===== config.mk =====
export PLATFORM = sky130hd
export DESIGN_NAME = m23_muxdemux
export DESIGN_NICKNAME = d
export VERILOG_FILES = /design/src/rtl/m23_pkg.sv /design/src/rtl/m23_poscnt.sv /design/src/rtl/m23_bitfifo.sv /design/src/rtl/m23_rx_demux.sv /design/src/rtl/m23_muxdemux.sv
export SDC_FILE = /design/constraint.sdc
export NUM_CORES = 1
export LEC_CHECK = 0
export BUFFER_PORTS_ARGS = -buffer_cell sky130_fd_sc_hd__clkbuf_2
export CAP_MARGIN = 15
export CORE_ASPECT_RATIO = 1.1
export CORE_MARGIN = 8
export CORE_UTILIZATION = 35
export DETAILED_ROUTE_END_ITERATION = 16
export PLACE_DENSITY = 0.46
export SYNTH_ARGS = -nofsm -noshare
export SYNTH_HDL_FRONTEND = slang
export SYNTH_SLANG_ARGS = --single-unit
export TNS_END_PERCENT = 50

===== constraint.sdc =====
create_clock -name clk -period 5.3 [get_ports clk]
set_input_delay 0.265 -clock clk [delete_from_list [all_inputs] [get_ports clk]]
set_output_delay 0.265 -clock clk [all_outputs]
set_load 0.02 [all_outputs]

===== src/rtl/m23_pkg.sv =====
package m23_pkg;
  localparam int NTRIB     = 7;
  localparam int SLOT_BITS = 12;
  localparam int NBLK      = 8;
  localparam int PAY_BITS  = NTRIB * SLOT_BITS;
  localparam int BLK_BITS  = PAY_BITS + 1;
  localparam int SUB_W     = $clog2(NTRIB);
  localparam int BLK_W     = $clog2(NBLK);
  localparam int POS_W     = $clog2(BLK_BITS);

  typedef struct packed {
    logic [SUB_W-1:0] sub;
    logic [BLK_W-1:0] blk;
    logic [POS_W-1:0] bitn;
  } frame_pos_t;

  // overhead bit of a block that carries a stuff-control bit
  function automatic logic is_ctrl_slot(frame_pos_t p);
    return (p.bitn == '0) &&
           (p.blk == BLK_W'(2) || p.blk == BLK_W'(4) || p.blk == BLK_W'(6));
  endfunction

  // tributary owning a payload bit (bitn >= 1)
  function automatic logic [SUB_W-1:0] slot_owner(frame_pos_t p);
    logic [POS_W-1:0] k;
    k = p.bitn - POS_W'(1);
    return SUB_W'(k / POS_W'(SLOT_BITS));
  endfunction

  // first bit of the subframe owner's slot in the last block
  function automatic logic is_stuff_opp(frame_pos_t p);
    return (p.blk == BLK_W'(NBLK - 1)) &&
           (p.bitn == POS_W'(p.sub) * POS_W'(SLOT_BITS) + POS_W'(1));
  endfunction

  function automatic frame_pos_t pos_advance(frame_pos_t p);
    frame_pos_t n;
    n = p;
    if (p.bitn == POS_W'(BLK_BITS - 1)) begin
      n.bitn = '0;
      if (p.blk == BLK_W'(NBLK - 1)) begin
        n.blk = '0;
        n.sub = (p.sub == SUB_W'(NTRIB - 1)) ? '0 : p.sub + SUB_W'(1);
      end else begin
        n.blk = p.blk + BLK_W'(1);
      end
    end else begin
      n.bitn = p.bitn + POS_W'(1);
    end
    return n;
  endfunction
endpackage


===== src/rtl/m23_poscnt.sv =====
module m23_poscnt
  import m23_pkg::*;
(
  input  logic       clk,
  input  logic       rst_n,
  input  logic       restart,
  output frame_pos_t pos
);
  frame_pos_t cnt;

  assign pos = restart ? '0 : cnt;

  always_ff @(posedge clk) begin
    if (!rst_n) cnt <= '0;
    else        cnt <= pos_advance(pos);
  end
endmodule


===== src/rtl/m23_bitfifo.sv =====
module m23_bitfifo #(
  parameter int DEPTH = 8
) (
  input  logic                       clk,
  input  logic                       rst_n,
  input  logic                       push,
  input  logic                       din,
  input  logic                       pop,
  output logic                       dout,
  output logic [$clog2(DEPTH+1)-1:0] fill
);
  localparam int AW = (DEPTH > 1) ? $clog2(DEPTH) : 1;
  localparam int FW = $clog2(DEPTH + 1);

  logic [DEPTH-1:0] mem;
  logic [AW-1:0]    wr_ptr, rd_ptr;

  function automatic logic [AW-1:0] ptr_inc(logic [AW-1:0] p);
    return (p == AW'(DEPTH - 1)) ? '0 : p + AW'(1);
  endfunction

  assign dout = mem[rd_ptr];

  always_ff @(posedge clk) begin
    if (!rst_n) begin
      mem    <= '0;
      wr_ptr <= '0;
      rd_ptr <= '0;
      fill   <= '0;
    end else begin
      if (push) begin
        mem[wr_ptr] <= din;
        wr_ptr      <= ptr_inc(wr_ptr);
      end
      if (pop) rd_ptr <= ptr_inc(rd_ptr);
      if (push && !pop)      fill <= fill + FW'(1);
      else if (pop && !push) fill <= fill - FW'(1);
    end
  end
endmodule


===== src/rtl/m23_rx_demux.sv =====
module m23_rx_demux
  import m23_pkg::*;
(
  input  logic             clk,
  input  logic             rst_n,
  input  logic             rx_bit,
  input  logic             rx_mf_start,
  output logic [NTRIB-1:0] out_data,
  output logic [NTRIB-1:0] out_en,
  output logic             drop,
  output logic [1:0]       votes
);
  frame_pos_t       rp;
  logic             locked, lock_now, data_slot;
  logic [SUB_W-1:0] owner;

  m23_poscnt u_rxpos (
    .clk     (clk),
    .rst_n   (rst_n),
    .restart (rx_mf_start),
    .pos     (rp)
  );

  assign data_slot = (rp.bitn != '0);
  assign owner     = slot_owner(rp);
  assign lock_now  = locked | rx_mf_start;
  assign drop      = data_slot && is_stuff_opp(rp) && (votes >= 2'd2);

  always_ff @(posedge clk) begin
    if (!rst_n) begin
      locked   <= 1'b0;
      votes    <= '0;
      out_en   <= '0;
      out_data <= '0;
    end else begin
      locked <= lock_now;
      if (!data_slot && rp.blk == '0)      votes <= '0;
      else if (is_ctrl_slot(rp) && rx_bit) votes <= votes + 2'd1;
      for (int j = 0; j < NTRIB; j++) begin
        out_en[j] <= lock_now && data_slot && (owner == SUB_W'(j)) && !drop;
        if (lock_now && data_slot && (owner == SUB_W'(j)) && !drop)
          out_data[j] <= rx_bit;
      end
    end
  end
endmodule


===== src/rtl/m23_muxdemux.sv =====
module m23_muxdemux
  import m23_pkg::*;
#(
  parameter int FIFO_DEPTH = 8
) (
  input  logic             clk,
  input  logic             rst_n,
  input  logic [NTRIB-1:0] trib_in_data,
  input  logic [NTRIB-1:0] trib_in_valid,
  output logic [NTRIB-1:0] trib_in_ready,
  output logic             tx_bit,
  output logic             tx_oh,
  output logic             tx_mf_start,
  input  logic             rx_bit,
  input  logic             rx_mf_start,
  output logic [NTRIB-1:0] trib_out_data,
  output logic [NTRIB-1:0] trib_out_en
);
  localparam int FILL_W = $clog2(FIFO_DEPTH + 1);
  localparam int HALF   = FIFO_DEPTH / 2;

  frame_pos_t                   tx_pos;
  logic [NTRIB-1:0]             fifo_push, tx_pop, fifo_head;
  logic [NTRIB-1:0][FILL_W-1:0] fill;
  logic                         stuff_q, stuff_ins, tx_data_slot;
  logic [SUB_W-1:0]             tx_owner;
  logic                         rx_drop;
  logic [1:0]                   rx_votes;

  m23_poscnt u_txpos (
    .clk     (clk),
    .rst_n   (rst_n),
    .restart (1'b0),
    .pos     (tx_pos)
  );

  assign tx_data_slot = (tx_pos.bitn != '0);
  assign tx_owner     = slot_owner(tx_pos);
  assign stuff_ins    = tx_data_slot && is_stuff_opp(tx_pos) && stuff_q;

  generate
    for (genvar j = 0; j < NTRIB; j++) begin : g_trib
      assign trib_in_ready[j] = fill[j] < FILL_W'(FIFO_DEPTH);
      assign fifo_push[j]     = trib_in_valid[j] && trib_in_ready[j];
      assign tx_pop[j]        = tx_data_slot && (tx_owner == SUB_W'(j)) &&
                                !stuff_ins && (fill[j] != '0);
      m23_bitfifo #(.DEPTH(FIFO_DEPTH)) u_fifo (
        .clk   (clk),
        .rst_n (rst_n),
        .push  (fifo_push[j]),
        .din   (trib_in_data[j]),
        .pop   (tx_pop[j]),
        .dout  (fifo_head[j]),
        .fill  (fill[j])
      );
    end
  endgenerate

  always_ff @(posedge clk) begin
    if (!rst_n) begin
      stuff_q     <= 1'b0;
      tx_bit      <= 1'b0;
      tx_oh       <= 1'b0;
      tx_mf_start <= 1'b0;
    end else begin
      if (!tx_data_slot && tx_pos.blk == '0)
        stuff_q <= fill[tx_pos.sub] < FILL_W'(HALF);
      tx_oh       <= !tx_data_slot;
      tx_mf_start <= (tx_pos == '0);
      if (is_ctrl_slot(tx_pos)) tx_bit <= stuff_q;
      else if (|tx_pop)         tx_bit <= fifo_head[tx_owner];
      else                      tx_bit <= 1'b0;
    end
  end

  m23_rx_demux u_rx (
    .clk         (clk),
    .rst_n       (rst_n),
    .rx_bit      (rx_bit),
    .rx_mf_start (rx_mf_start),
    .out_data    (trib_out_data),
    .out_en      (trib_out_en),
    .drop        (rx_drop),
    .votes       (rx_votes)
  );
endmodule


==> flow_metrics.py, run 1 <==
metrics = {
    "outcome": {
        "status": "complete, no violations",
    },
    "synthesis": {
        "synth_top_family_by_area": "simple AND/OR/NAND/NOR gates",
        "synth_nets": 1233,
        "syn_avg_cell_area_um2": 8.792,
        "synth_fa_ha_area_frac": 0.1108,
        "synth_seq_area_share": 0.3477,
        "synth_seq_cells": 173,
        "synth_xor_area_frac": 0.03869,
        "syn_area_um2": 9961,
        "synth.distinct_cells": 74,
        "synth_compound_area_frac": 0.1152,
        "synth-edff-count": 0,
        "ys.flop_type": "dfxtp_1",
        "post_synth_mux_area_share": 0.1285,
        "async_flop_share": 0,
        "ys_warn_count": 0,
        "synthSimpleGateAreaFrac": 0.2154,
        "synth_cells": 1133,
    },
    "global_routing": {
        "antenna_found_initial": 0,
        "grt_pass1_wl_mm": 36.54,
        "grt_pass1_vias": 7394,
        "grt_max_degree": 87,
        "track_usage": 0.1294,
        "overflow": 0,
    },
    "timing": {
        "slew_headroom": 0.3972,
        "rsz0062_at_grt": "no",
        "fmax_mhz": 223.9,
        "tightest_slew_ns": 0.9043,
        "hold_viol": 0,
        "fin_crit_ns": 4.466,
        "setup_tns_ns": 0,
        "min_period_over_period": 0.8426,
        "finalSetupViolCount": 0,
        "report.final.slew_viol_count": 0,
        "fin_worst_skew_ns": 0.01507,
    },
    "finish": {
        "diodes": 0,
        "area_growth_pct": 10.87,
        "final_cells": 1513,
        "drive_gt1_frac": 0.09826,
        "num-nets-final": 1237,
    },
    "cts": {
        "worstSkewPairLatency_ns": 0.44,
        "post-cts-setup-buffer-count": 0,
        "htreeDepth": 4,
        "clock-sinks": 173,
        "cts_resized": 0,
        "hold_buffers": 0,
        "cts.root.buffer_cell": "clkbuf_16",
        "cts_tree": "built",
        "numCtsBuffers": 17,
        "clock_path_buffers": 2,
        "clkTransAtPathRegs_ns": 0.08,
    },
    "detailed_routing": {
        "wirelength_mm": 21.29,
        "drt_iter0_drc": 372,
        "drtPass1Iterations": 6,
        "detail_route.wl_per_cell_um": 14.07,
        "vias": 7730,
        "drc": 0,
        "ant_nets": 0,
        "viasPerCell": 5.109,
    },
    "power_and_ir_drop": {
        "power_leakage_nw": 4.588,
        "seq_power_share": 0.402,
        "p_int_mw": 2.671,
        "ir_drop_v": 0.0002072,
        "powerDensity_nw_per_um2": 373.0,
        "p_comb_frac": 0.290,
        "p_switching_mw": 1.448,
        "pwr-share-clk": 0.308,
        "switching_share": 0.3515,
    },
    "die": {
        "dieArea_um2": 34120,
        "die_w_um": 176.9,
        "core_area_um2": 27950,
        "chipHeight_um": 192.9,
        "io_pins": 42,
        "start_util": 0.3564,
        "rows": 64,
    },
    "hold_path": {
        "hold_start": "trib_in_data[6]",
        "worstHoldPathType": "primary input to flop",
        "min_path_cells": 3,
    },
    "worst_setup_path": {
        "endpoint_kind": "flop",
        "path_class": "flop to flop",
        "r2r_cells": 18,
        "cp_data_required_time_ns": 5.65,
        "r2r_start": "u_txpos.cnt[0]",
        "crit_path_start": "u_txpos.cnt[0]",
        "critPathArrivalTime_ns": 4.81,
        "cp_max_fo": 16,
        "critPathLaunchType": "flop",
    },
    "placed_design": {
        "hpwl_mm": 15.34,
        "portBuffers": 41,
        "finalWeightedCongestion": 0.8065,
        "dp_cells": 1481,
    },
    "job": {
        "drv_cap": 0,
    },
}
==> cell type report <==
| type | count | area (um^2) |
|---|---|---|
| inverter | 52 | 197.7 |
| clock inverter | 15 | 175.2 |
| clock buffer | 17 | 425.4 |
| tap | 363 | 454.2 |
| timing repair buffer | 49 | 265.3 |
| multi-input combinational | 844 | 6062 |
| fill | 2917 | 16900 |
| sequential | 173 | 3463 |
==> power groups by stage <==
stage	combinational, mW	clock, mW	sequential, mW
detailed placement	1.21	0	1.69
global route	1.37	1.39	1.70
global placement	1.20	0	1.69
floorplan	1.01	0	1.60
CTS	1.22	1.33	1.66
finish	1.20	1.27	1.66
==> metrics by stage <==
| stage | cell area, um^2 | utilization | hold slack [ns] | setup slack (ns) | total power [mW] |
|---|---|---|---|---|---|
| after floorplan | 9961 | - | 0.4214 | 1.155 | 2.615 |
| after global placement | 10440 | 0.3737 | 0.4331 | 0.9071 | 2.892 |
| after detailed placement | 10440 | 0.3737 | 0.4461 | 0.8136 | 2.903 |
| after CTS | 11040 | 0.3951 | 0.1664 | 0.7800 | 4.209 |
| after global routing | 11040 | 0.3951 | 0.1847 | 0.2972 | 4.452 |
| final | 11040 | 0.3951 | 0.1882 | 0.8344 | 4.119 |
==> worst max-delay path, cell delays in order (launching register included) <==
cell	delay (ns)
dfxtp_1	0.56
inv_1	0.12
ha_1	0.23
buf_4	0.19
nor3_1	0.21
o32ai_1	0.13
nor4_1	0.31
a32oi_1	0.19
a211oi_4	0.47
nor4b_4	0.43
inv_1	0.09
ha_1	0.23
inv_1	0.11
ha_1	0.24
a21o_1	0.17
a21oi_1	0.17
xnor2_1	0.09
or3_1	0.30
a21oi_1	0.13
==> flip-flops by register name, summed over array words and instances (netlist names), 2 cells and up <==
name and cells:
u_rx.votes 2, g_trib.u_fifo.fill 28, g_trib.u_fifo.wr_ptr 21, u_rx.out_en 7, g_trib.u_fifo.rd_ptr 21, g_trib.u_fifo.mem 56
u_rx.out_data 7, u_rx.u_rxpos.cnt 13, u_txpos.cnt 13
==> layer usage <==
metal	vias to the layer above	global-route usage	routed length (um)
li1	4013	-	-
met1	3619	0.1656	10500
met2	82	0.2173	10030
met3	16	0.02571	533
met4	0	0.03947	235
met5	-	0	0
==> final timing paths <==
kind / to / slack [ns]
max reg2reg: g_trib[2].u_fifo.fill[3] / 0.83
min: g_trib[6].u_fifo.mem[7] / 0.19
max: g_trib[2].u_fifo.fill[3] / 0.83
min reg2reg: u_rx.out_data[4] / 0.46
==> synthesized netlist by cell type, types with 18 or more instances <==
cell / instances / area, um^2
nand2_1: 81 / 304.0
dfxtp_1: 173 / 3463
nand3b_1: 20 / 150.1
ha_1: 73 / 913.4
mux2i_1: 93 / 930.9
a21oi_1: 69 / 345.3
nor2_1: 167 / 626.9
nor3_1: 30 / 150.1
nand3_1: 22 / 110.1
clkbuf_1: 59 / 221.5
inv_1: 46 / 172.7
xnor2_1: 30 / 262.8
o21ai_0: 18 / 90.09
nor4_1: 19 / 118.9
==> kinds of logic (layout without fill, tap and decap cells) <==
logic type	after synthesis	count (layout)
flops	173	173
fa+ha+maj	83	83
buf+inv	116	133
simple gates	433	433
xor+xnor	44	44
compound gates	174	174
mux	110	110
==> cells in the final DEF (no fill, tap or decap), types with 5 or more instances in the layout <==
master,instances
fa_1,9
o21ai_1,7
nor2_1,167
nand2_1,81
nand2b_1,7
nor4_1,19
o211ai_1,8
ha_1,73
clkbuf_2,41
nor3_1,30
inv_8,5
nand3_1,22
a21o_1,9
o31ai_1,5
buf_4,8
mux2i_1,93
or3_1,16
nand4_1,12
o21ai_0,18
clkbuf_16,17
inv_1,46
a21oi_1,69
xor2_1,14
a211oi_1,6
xnor2_1,30
nand3b_1,20
dfxtp_1,173
mux4_2,14
nor2b_1,9
nor3b_1,16
No activity file was read; power rests on OpenSTA's default activity.
==> inputs of run 2 (changes only) <==
--- a/config.mk
+++ b/config.mk
@@ -5,13 +5,14 @@
 export SDC_FILE = /design/constraint.sdc
 export NUM_CORES = 1
 export LEC_CHECK = 0
+export ABC_AREA = 1
 export BUFFER_PORTS_ARGS = -buffer_cell sky130_fd_sc_hd__clkbuf_2
 export CAP_MARGIN = 15
 export CORE_ASPECT_RATIO = 1.1
 export CORE_MARGIN = 8
 export CORE_UTILIZATION = 35
 export DETAILED_ROUTE_END_ITERATION = 16
-export PLACE_DENSITY = 0.46
+export PLACE_DENSITY = 0.48
 export SYNTH_ARGS = -nofsm -noshare
 export SYNTH_HDL_FRONTEND = slang
 export SYNTH_SLANG_ARGS = --single-unit
==> constraint.sdc (replaced) <==
create_clock -name clk -period 3.8 [get_ports clk]
set_input_delay 0.19 -clock clk [delete_from_list [all_inputs] [get_ports clk]]
set_output_delay 0.19 -clock clk [all_outputs]
set_load 0.02 [all_outputs]
==> flow_metrics.py, run 2 <==
metrics = {
    "finish": {
        "final_area_um2": 10910,
        "layout_common_cells": "inv_1 (199), nor2_1 (176), dfxtp_1 (170)",
        "top_register": "g_trib.u_fifo.mem",
        "diodes": 0,
        "fillers": 2821,
        "final_cells": 1736,
        "drive_gt1_frac": 0.09935,
        "area_growth_pct": 13.35,
        "largest_register_ffs": 56,
        "num-nets-final": 1466,
        "largestRegisters": "g_trib.u_fifo.mem x56, g_trib.u_fifo.fill x28",
        "fin_util": 0.4036,
        "final_common_cell": "inv_1",
    },
    "placed_design": {
        "hpwl_mm": 16.43,
        "dp_cells": 1700,
        "portBuffers": 41,
        "post_dp_cell_area_um2": 10220,
        "finalWeightedCongestion": 0.8035,
    },
    "synthesis": {
        "yosys.area.top_type_share": 0.3597,
        "synth_seq_cells": 173,
        "syn_avg_cell_area_um2": 7.283,
        "ys_warn_count": 0,
        "synthTopCellsByArea": "dfxtp_1 (36%), ha_1 (9.5%), o21ai_0 (8.6%), inv_1 (7.9%), nor2_1 (6.9%)",
        "synth.distinct_cells": 52,
        "synth-edff-count": 0,
        "synth_nets": 1422,
        "syn_area_um2": 9628,
        "ys.flop_type": "dfxtp_1",
        "synth.most_common_cell": "inv_1",
        "synth_seq_area_share": 0.3597,
        "async_flop_share": 0,
        "synth_cells": 1322,
        "yosys.area.top_type": "dfxtp_1",
        "synth_common_cells": "inv_1 (202), nor2_1 (178), dfxtp_1 (173)",
    },
    "die": {
        "rows": 63,
        "core_area_um2": 27040,
        "start_util": 0.3561,
        "dieArea_um2": 33080,
        "chipHeight_um": 190.0,
        "io_pins": 42,
        "die_w_um": 174.1,
    },
    "hold_path": {
        "hold_start": "trib_in_data[5]",
        "worstHoldPathType": "primary input to flop",
    },
    "timing": {
        "fmax_mhz": 285.6,
        "tightest_slew_ns": 0.8033,
        "report.final.slew_viol_count": 0,
        "slew_headroom": 0.4595,
        "fin_worst_skew_ns": 0.01212,
        "min_period_over_period": 0.9213,
        "hold_viol": 0,
        "finalSetupViolCount": 0,
        "fin_crit_ns": 3.501,
    },
    "global_routing": {
        "overflow": 0,
        "grt_max_degree": 67,
        "use_met3": 0.02994,
        "busiest_layer": "met2",
        "grt_pass1_vias": 8263,
        "grtUsageMet1": 0.1690,
        "track_usage": 0.1395,
        "antenna_found_initial": 0,
        "grt_pass1_wl_mm": 38.74,
        "grt_use_met2": 0.2414,
    },
    "cts": {
        "clock-sinks": 173,
        "clock_path_buffers": 2,
        "cts.root.buffer_cell": "clkbuf_16",
        "cts_tree": "built",
        "worstSkewPairLatency_ns": 0.44,
        "hold_buffers": 0,
        "htreeDepth": 4,
        "clkTransAtPathRegs_ns": 0.07,
        "numCtsBuffers": 17,
    },
    "worst_setup_path": {
        "r2r_start": "u_txpos.cnt[10]",
        "reg2reg_to": "g_trib[1].u_fifo.fill[3]",
        "path_class": "flop to flop",
        "cp_num_buf_inv": 2,
        "critPathLaunchType": "flop",
        "cpPeakStageDelay_ns": 0.44,
        "cpMaxStageDelayCell": "fa_1",
        "r2r_cells": 19,
        "critPathArrivalTime_ns": 3.83,
        "crit_path_end": "g_trib[1].u_fifo.fill[3]",
        "cp_top_family": "adder cells",
        "crit_path_start": "u_txpos.cnt[10]",
        "endpoint_kind": "flop",
        "reg2reg_slack_ns": 0.30,
        "cp_data_required_time_ns": 4.13,
        "cp.depth": 19,
        "cp_cell_sequence": "ha_1 > inv_1 > fa_1 > xnor2_1 > nor3_2 > nand3_2 > o41ai_1 > nor2_1 > nand2_2 > ha_1 > inv_1 > ha_1 > and3_1 > a211oi_1 > nor2_1 > nor2_1 > nand2_1 > o21ai_0 > a21oi_1",
        "cp_max_fo": 7,
    },
    "power_and_ir_drop": {
        "power_leakage_nw": 5.011,
        "ir_drop_v": 0.0002112,
        "powerDensity_nw_per_um2": 548.4,
        "total_power_mw": 5.985,
    },
    "detailed_routing": {
        "ant_nets": 0,
        "drtPass1Iterations": 5,
        "wirelength_mm": 22.69,
        "detail_route.wl_per_cell_um": 13.07,
        "drc": 0,
        "vias": 8524,
        "drt_iter0_drc": 483,
        "viasPerCell": 4.910,
    },
    "outcome": {
        "status": "complete, no violations",
    },
    "job": {
        "drv_cap": 0,
    },
}
## run 2: cell count changes after synthesis, moves of 44 or more
| cell | change |
|---|---|
| o21ai_0 | +147 |
| nand3_1 | +58 |
| mux2i_1 | -93 |
| nand2_1 | +45 |
| inv_1 | +156 |
| clkbuf_1 | -44 |
| a21oi_1 | +56 |
## run 2: cell families (layout without fill, tap and decap cells)
family                   count (synthesis)  count (layout)  share of synthesized area
adder cells (fa/ha/maj)                 82              82                     0.1136
AND/OR/NAND/NOR                        464             464                     0.2153
flip-flops                             173             173                     0.3597
XOR/XNOR                                28              28                    0.02625
buffers and inverters                  236             293                    0.09396
AO/OA/AOI/OAI                          339             339                     0.1912
## run 2: worst min path at each step
stage	end	slack [ns]	cells past startpoint
after detailed placement	u_rx.out_data[0]	0.45	2
after global routing	g_trib[6].u_fifo.mem[1]	0.10	3
after CTS	g_trib[3].u_fifo.mem[2]	0.07	3
after global placement	u_rx.out_data[0]	0.43	2
final	g_trib[5].u_fifo.mem[5]	0.10	3
after floorplan	u_rx.out_data[6]	0.32	2
## run 2: cell type report
| cell class | instances | area, um^2 | area share |
|---|---|---|---|
| clock buffers | 18 | 439.2 | 0.04024 |
| clock inverters | 14 | 146.4 | 0.01341 |
| inverters | 207 | 780.7 | 0.07154 |
| multi-input cells | 913 | 5330 | 0.4884 |
| flip-flops and latches | 173 | 3467 | 0.3177 |
| well taps | 357 | 446.7 | 0.04093 |
| repair buffers | 54 | 302.8 | 0.02775 |
## run 2: worst reg2reg max path, cell delays in order (launching register included)
cell	delay, ns
dfxtp_1	0.40
ha_1	0.19
inv_1	0.07
fa_1	0.44
xnor2_1	0.15
nor3_2	0.18
nand3_2	0.16
o41ai_1	0.11
nor2_1	0.11
nand2_2	0.14
ha_1	0.21
inv_1	0.09
ha_1	0.32
and3_1	0.19
a211oi_1	0.22
nor2_1	0.07
nor2_1	0.09
nand2_1	0.07
o21ai_0	0.14
a21oi_1	0.05
## run 2: what timing repair did
action                     in CTS  in global routing
pin swaps                       0                  2
gates resized for setup         1                 21
buffers inserted                0                  4
setup endpoints to repair       1                  7
## run 2: metal layers
layer / routed length [um] / share of wire
met1: 11000 / 0.48
met2: 10580 / 0.47
met3: 718 / 0.032
met4: 391 / 0.017
met5: 0 / 0
## run 2: metrics by stage
| step | TNS, ns | worst slack (ns) | hold slack, ns |
|---|---|---|---|
| floorplan | 0 | 0.4744 | 0.3249 |
| global placement | 0 | 0.1032 | 0.4320 |
| global route | -0.03258 | -0.02792 | 0.1034 |
| CTS | 0 | 0.01423 | 0.07474 |
| detailed placement | -0.01328 | -0.01328 | 0.4472 |
| finish | 0 | 0.2990 | 0.1032 |
## run 2: report_power, final
part           internal [mW]  switching (mW)
clock network          0.949           0.834
logic                  0.695            1.18
registers               2.07           0.254
